## src/rtl/lq_pkg.sv

```systemverilog
package lq_pkg;
  typedef enum logic [1:0] {
    MODE_HIGH = 2'b00,
    MODE_MID  = 2'b01,
    MODE_LOW  = 2'b10
  } lq_mode_e;

  // default thresholds for FRAC = 8: 3 dB and 9 dB SINR
  localparam int unsigned TH_LOW_DEF  = 512;
  localparam int unsigned TH_HIGH_DEF = 2033;
endpackage

```

## src/rtl/lq_noise_floor.sv

```systemverilog
module lq_noise_floor #(
  parameter int unsigned PW       = 16,
  parameter int unsigned NF_SHIFT = 3,
  parameter bit          NF_SEED  = 1'b1
) (
  input  logic          clk_i,
  input  logic          rst_ni,
  input  logic [PW-1:0] pwr_i,
  input  logic          upd_i,
  output logic [PW-1:0] nf_o
);
  logic [PW-1:0] nf_q, nf_nxt, nf_ema, step_up, step_dn;

  always_comb begin
    step_up = (pwr_i - nf_q) >> NF_SHIFT;
    step_dn = (nf_q - pwr_i) >> NF_SHIFT;
    nf_ema  = (pwr_i >= nf_q) ? (nf_q + step_up) : (nf_q - step_dn);
  end

  generate
    if (NF_SEED) begin : g_seed
      logic seeded_q;
      always_ff @(posedge clk_i or negedge rst_ni) begin
        if (!rst_ni)    seeded_q <= 1'b0;
        else if (upd_i) seeded_q <= 1'b1;
      end
      assign nf_nxt = seeded_q ? nf_ema : pwr_i;
    end else begin : g_plain
      assign nf_nxt = nf_ema;
    end
  endgenerate

  // frozen whenever upd_i is low (packet active)
  always_ff @(posedge clk_i or negedge rst_ni) begin
    if (!rst_ni)    nf_q <= '0;
    else if (upd_i) nf_q <= nf_nxt;
  end

  assign nf_o = nf_q;
endmodule

```

## src/rtl/lq_win_acc.sv

```systemverilog
module lq_win_acc #(
  parameter int unsigned PW = 16,
  parameter int unsigned KW = 3,
  localparam int unsigned KMAX = (1 << KW) - 1,
  localparam int unsigned SW   = PW + KMAX,
  localparam int unsigned CW   = KMAX
) (
  input  logic          clk_i,
  input  logic          rst_ni,
  input  logic [PW-1:0] pwr_i,
  input  logic          smp_i,
  input  logic          pkt_i,
  input  logic [KW-1:0] k_i,
  output logic [SW-1:0] avg_o,
  output logic          avg_vld_o
);
  logic [CW-1:0] cnt_q, last_cnt;
  logic [SW-1:0] sum_q, sum_nxt, avg_q;
  logic          vld_q;

  always_comb begin
    last_cnt = ~({CW{1'b1}} << k_i);
    sum_nxt  = sum_q + SW'(pwr_i);
  end

  always_ff @(posedge clk_i or negedge rst_ni) begin
    if (!rst_ni) begin
      cnt_q <= '0;
      sum_q <= '0;
      avg_q <= '0;
      vld_q <= 1'b0;
    end else if (!pkt_i) begin
      cnt_q <= '0;
      sum_q <= '0;
      vld_q <= 1'b0;
    end else if (smp_i) begin
      if (cnt_q == last_cnt) begin
        avg_q <= sum_nxt >> k_i;
        vld_q <= 1'b1;
        cnt_q <= '0;
        sum_q <= '0;
      end else begin
        cnt_q <= cnt_q + 1'b1;
        sum_q <= sum_nxt;
        vld_q <= 1'b0;
      end
    end else begin
      vld_q <= 1'b0;
    end
  end

  assign avg_o     = avg_q;
  assign avg_vld_o = vld_q;
endmodule

```

## src/rtl/lq_decide.sv

```systemverilog
module lq_decide import lq_pkg::*; #(
  parameter int unsigned PW   = 16,
  parameter int unsigned SW   = 23,
  parameter int unsigned TW   = 12,
  parameter int unsigned FRAC = 8,
  localparam int unsigned FW  = PW + 1,
  localparam int unsigned MW  = TW + 1,
  localparam int unsigned PRW = FW + MW,
  localparam int unsigned LW  = SW + FRAC,
  localparam int unsigned XW  = (PRW > LW) ? PRW : LW,
  localparam int unsigned ONE = 1 << FRAC
) (
  input  logic          clk_i,
  input  logic          rst_ni,
  input  logic [SW-1:0] avg_i,
  input  logic          avg_vld_i,
  input  logic          pkt_i,
  input  logic [PW-1:0] nf_i,
  input  logic [PW-1:0] intf_i,
  input  logic [TW-1:0] th_low_i,
  input  logic [TW-1:0] th_high_i,
  output lq_mode_e      mode_o,
  output logic          mode_valid_o
);
  logic [FW-1:0] floor_w;
  logic [MW-1:0] g_lo, g_hi;
  logic [XW-1:0] lhs, rhs_lo, rhs_hi;
  lq_mode_e      dec;
  lq_mode_e      mode_q;
  logic          mv_q, pkt_q, start;

  // metric > th  <=>  A*ONE > (ONE + th) * (N + I)
  always_comb begin
    floor_w = FW'(nf_i) + FW'(intf_i);
    g_lo    = MW'(th_low_i) + MW'(ONE);
    g_hi    = MW'(th_high_i) + MW'(ONE);
    lhs     = XW'({avg_i, {FRAC{1'b0}}});
    rhs_lo  = XW'(g_lo) * XW'(floor_w);
    rhs_hi  = XW'(g_hi) * XW'(floor_w);
    if (lhs > rhs_hi)      dec = MODE_LOW;
    else if (lhs < rhs_lo) dec = MODE_HIGH;
    else                   dec = MODE_MID;
  end

  assign start = pkt_i & ~pkt_q;

  always_ff @(posedge clk_i or negedge rst_ni) begin
    if (!rst_ni) begin
      pkt_q  <= 1'b0;
      mode_q <= MODE_HIGH;
      mv_q   <= 1'b0;
    end else begin
      pkt_q <= pkt_i;
      if (start) begin
        mode_q <= MODE_HIGH;
        mv_q   <= 1'b0;
      end else if (avg_vld_i) begin
        mode_q <= dec;
        mv_q   <= 1'b1;
      end else begin
        mv_q   <= 1'b0;
      end
    end
  end

  assign mode_o       = mode_q;
  assign mode_valid_o = mv_q;
endmodule

```

## src/rtl/lq_mode_ctrl.sv

```systemverilog
module lq_mode_ctrl import lq_pkg::*; #(
  parameter int unsigned PW       = 16,
  parameter int unsigned TW       = 12,
  parameter int unsigned FRAC     = 8,
  parameter int unsigned KW       = 3,
  parameter int unsigned NF_SHIFT = 3,
  parameter bit          NF_SEED  = 1'b1
) (
  input  logic          clk_i,
  input  logic          rst_ni,
  input  logic [PW-1:0] pwr_i,
  input  logic          pwr_valid_i,
  input  logic          pkt_active_i,
  input  logic [PW-1:0] intf_i,
  input  logic [TW-1:0] th_low_i,
  input  logic [TW-1:0] th_high_i,
  input  logic [KW-1:0] win_log2_i,
  output logic [1:0]    mode_o,
  output logic          mode_valid_o
);
  localparam int unsigned KMAX = (1 << KW) - 1;
  localparam int unsigned SW   = PW + KMAX;

  logic [PW-1:0] nf_w;
  logic [SW-1:0] avg_w;
  logic          avg_vld_w, smp_w, upd_w;
  lq_mode_e      mode_w;

  assign smp_w = pwr_valid_i & pkt_active_i;
  assign upd_w = pwr_valid_i & ~pkt_active_i;

  lq_noise_floor #(.PW(PW), .NF_SHIFT(NF_SHIFT), .NF_SEED(NF_SEED)) u_nf (
    .clk_i (clk_i),
    .rst_ni(rst_ni),
    .pwr_i (pwr_i),
    .upd_i (upd_w),
    .nf_o  (nf_w)
  );

  lq_win_acc #(.PW(PW), .KW(KW)) u_win (
    .clk_i    (clk_i),
    .rst_ni   (rst_ni),
    .pwr_i    (pwr_i),
    .smp_i    (smp_w),
    .pkt_i    (pkt_active_i),
    .k_i      (win_log2_i),
    .avg_o    (avg_w),
    .avg_vld_o(avg_vld_w)
  );

  lq_decide #(.PW(PW), .SW(SW), .TW(TW), .FRAC(FRAC)) u_dec (
    .clk_i       (clk_i),
    .rst_ni      (rst_ni),
    .avg_i       (avg_w),
    .avg_vld_i   (avg_vld_w),
    .pkt_i       (pkt_active_i),
    .nf_i        (nf_w),
    .intf_i      (intf_i),
    .th_low_i    (th_low_i),
    .th_high_i   (th_high_i),
    .mode_o      (mode_w),
    .mode_valid_o(mode_valid_o)
  );

  assign mode_o = mode_w;
endmodule

```

## config.mk

```make
export PLATFORM = sky130hd
export DESIGN_NAME = lq_mode_ctrl
export DESIGN_NICKNAME = d
export VERILOG_FILES = /design/src/rtl/lq_pkg.sv /design/src/rtl/lq_noise_floor.sv /design/src/rtl/lq_win_acc.sv /design/src/rtl/lq_decide.sv /design/src/rtl/lq_mode_ctrl.sv
export SDC_FILE = /design/constraint.sdc
export NUM_CORES = 1
export LEC_CHECK = 0
export ABC_AREA = 1
export ABC_CLOCK_PERIOD_IN_PS = 13300
export CAP_MARGIN = 10
export CORE_ASPECT_RATIO = 1.75
export CORE_MARGIN = 4
export CORE_UTILIZATION = 55
export CTS_CLUSTER_DIAMETER = 50
export DETAILED_ROUTE_END_ITERATION = 6
export DONT_BUFFER_PORTS = 1
export GPL_ROUTABILITY_DRIVEN = 0
export PLACE_DENSITY_LB_ADDON = 0.08
export SETUP_SLACK_MARGIN = 0.3
export SYNTH_ARGS = -nofsm -noshare
export SYNTH_HDL_FRONTEND = slang
export SYNTH_SLANG_ARGS = --single-unit
```

## constraint.sdc

```tcl
create_clock -name clk_i -period 13.3 [get_ports clk_i]
set_input_delay 2.66 -clock clk_i [delete_from_list [all_inputs] [get_ports clk_i]]
set_output_delay 2.66 -clock clk_i [all_outputs]
set_load 0.1 [all_outputs]
```

==> flow_metrics.py <==
metrics = {
    "timing": {
        "fin_tns_setup_ns": 0,
        "max-slew-margin-rel_pct": 35.1,
        "rsz0062_at_grt": "false",
        "skew_ns": 0.0106,
        "fin_ws_ns": 2.20,
        "setup_viol": 0,
        "slew_viol_final": 0,
        "finalCritPeriodShare_pct": 83.5,
        "hold_viol_final": 0,
        "max_freq_mhz": 90.1,
        "post-route-min-period_ns": 11.10,
        "tightest_slew_ns": 0.974,
    },
    "floorplanning": {
        "initial_core_util_pct": 55.6,
        "core_um2": 41600,
        "die-height_um": 279,
        "rows": 99,
        "io_pins": 66,
        "fp.dieW_um": 163,
        "dieArea_um2": 45500,
    },
    "setup_path": {
        "endpoint_kind": "flop",
        "critical_path_class": "in2reg",
        "worst_r2r_startpoint": "u_nf.nf_o[3]",
        "crit_top_cell": "inv_1",
        "critical_path_required_ns": 13.59,
        "cp_data_arrival_time_ns": 11.40,
        "start_kind": "input port",
        "crit_start": "intf_i[3]",
        "r2r_setup_slack_ns": 4.06,
        "slowest_stage": "fa_1",
        "crit_fanout": 15,
        "cpPeakStageDelay_ns": 0.58,
        "worstReg2RegEnd": "u_dec.mode_o[0]",
        "endpoint": "u_dec.mode_o[0]",
        "r2r_cells": 39,
    },
    "clock_tree": {
        "cts_sinks": 75,
        "clk_latency_ns": 0.36,
        "post_cts_resized": 0,
        "cts_hold_buf": 0,
        "clkTransAtPathRegs_ns": 0.06,
        "clk_path_buf_depth": 2,
        "cts_buffers": 9,
        "cts_tree": "built",
        "cts_root_buf": "clkbuf_16",
        "post-cts-setup-buffer-count": 0,
        "htree_levels": 3,
    },
    "logic_synthesis": {
        "ys_seq_area_share_pct": 8.12,
        "synth_top_area_cell": "fa_1",
        "async_flop_share_pct": 100,
        "avgSynthCellArea_um2": 7.36,
        "synth_flop_cell": "dfrtp_1",
        "synth-edff-count": 0,
        "netlist_instances": 3140,
        "synth_area_leaders": "fa_1 (29%), ha_1 (15%), inv_1 (10%)",
        "ys_warn_count": 0,
        "synth_area_um2": 23100,
        "ys_ff_latch": 75,
        "synth_cell_types": 60,
        "yosysTopAreaCellShare_pct": 28.8,
        "synth_fp_nets": 3812,
        "synthTopCellsByCount": "inv_1 (636), nand2_1 (559), fa_1 (333)",
        "synth_most_common_cell": "inv_1",
    },
    "grt": {
        "grt_overflow_total": 0,
        "grt_pass1_vias": 22560,
        "antenna_found_initial": 5,
        "grt_start_max_net_pins": 76,
        "grt_pass1_wl_mm": 119,
        "grtUsageTotal_pct": 33.8,
    },
    "drt": {
        "vias": 20970,
        "routed_wl_mm": 75.3,
        "antenna_left": 0,
        "drt_pass1_iterations": 6,
        "drc": 0,
        "drtIter0Drc": 1220,
        "wl_per_cell_um": 20.7,
        "routed_via_density": 5.77,
    },
    "worst_hold_path": {
        "hold_path.class": "reg2reg",
    },
    "place": {
        "dp_hpwl_mm": 64.3,
        "port_buffers": 0,
        "place_inst": 3613,
        "dpl_worst_slack_ns": 1.97,
    },
    "cells_and_area": {
        "nets": 3741,
        "drive_gt1_share_pct": 2.28,
        "final_cells": 3636,
        "syn_to_final_growth_pct": 3.19,
    },
    "job": {
        "cap_violations": 0,
    },
    "outcome": {
        "status": "finished, final reports clean",
    },
}
## per-stage QoR
step	hold slack (ns)	util, %	cell area [um^2]
finish	0.495	57.3	23900
global route	0.516	57.3	23900
CTS	0.499	57.3	23800
detailed placement	0.483	56.5	23500
global placement	0.471	56.5	23500
floorplan	0.457	-	23100
## critical path, delay by kind of cell
kind                       cells  cell delay (ns)
adders and majority gates      8             3.47
xor gates and xnor gates       1             0.53
buffers and inverters          8             0.77
and+or+nand+nor               14             2.23
AOI/OAI and AO/OA              8             1.71
## kinds of logic (layout without fill, tap and decap cells)
family,count (synthesis),count (layout),synth area share (%)
flops,75,75,8.12
buf+inv,744,678,12.3
simple gates,1204,1204,21.9
xor+xnor,105,105,4.01
compound gates,398,398,9.70
other cells,0,7,0
fa+ha+maj,609,609,43.8
mux,5,5,0.216
## cell usage in the layout (no fill, tap or decap), types with 5 or more instances in the layout
cell	count
nand2_1	559
buf_4	16
diode_2	7
a32o_1	9
a21oi_1	170
or2_2	15
a21o_1	13
fa_1	333
nor3_1	21
o21ai_0	134
nand3b_1	5
clkinv_1	7
mux2i_1	5
a211oi_1	5
o21bai_1	11
xor2_1	67
nor2_1	327
ha_1	276
o211ai_1	9
dfrtp_1	75
nand4_1	24
inv_1	636
nor4_1	5
o22ai_1	14
xnor2_1	36
nand3_1	227
clkbuf_16	9
## sequential cells by signal, summed over array words and instances (netlist names)
| signal | cells |
|---|---|
| u_win.cnt_q | 7 |
| u_dec.mode_valid_o | 1 |
| u_win.avg_o | 23 |
| u_win.avg_vld_o | 1 |
| u_dec.pkt_q | 1 |
| u_nf.g_seed.seeded_q | 1 |
| u_dec.mode_o | 2 |
| u_nf.nf_o | 16 |
| u_win.sum_q | 23 |
## worst min-delay path by stage
stage | cells past startpoint | startpoint | end | slack, ns
2_1_floorplan | 2 | u_win.sum_q[13] | u_win.sum_q[13] | 0.46
3_3_place_gp | 2 | u_win.sum_q[2] | u_win.sum_q[2] | 0.47
3_5_place_dp | 2 | u_win.sum_q[13] | u_win.sum_q[13] | 0.48
4_1_cts | 2 | u_win.sum_q[13] | u_win.sum_q[13] | 0.50
5_1_grt | 1 | u_win.sum_q[0] | u_win.sum_q[0] | 0.52
6_report | 2 | u_win.sum_q[15] | u_win.sum_q[15] | 0.49
## area by class of cell
cell class                 count  area, um^2
sequential                    75        1880
multi-input combinational   2321       18400
inverter                     646        2430
timing repair buffer          16         120
fill                        4092       17800
antenna                        7        17.5
clock inverter                 7        97.6
tap                          555         694
clock buffer                   9         225
## per-layer routing
layer | up-vias | wire length (um) | GRT usage [%] | part of all wire, %
li1 | 9670 | - | - | -
met1 | 10168 | 23200 | 32.0 | 31
met2 | 805 | 38700 | 61.3 | 51
met3 | 327 | 4420 | 4.90 | 5.9
met4 | 0 | 9020 | 31.4 | 12
met5 | - | 0 | 0 | 0
Power is left out: the tool's default activity adds up to more than one toggle a clock period on the data nets, which glitch-free logic cannot reach.
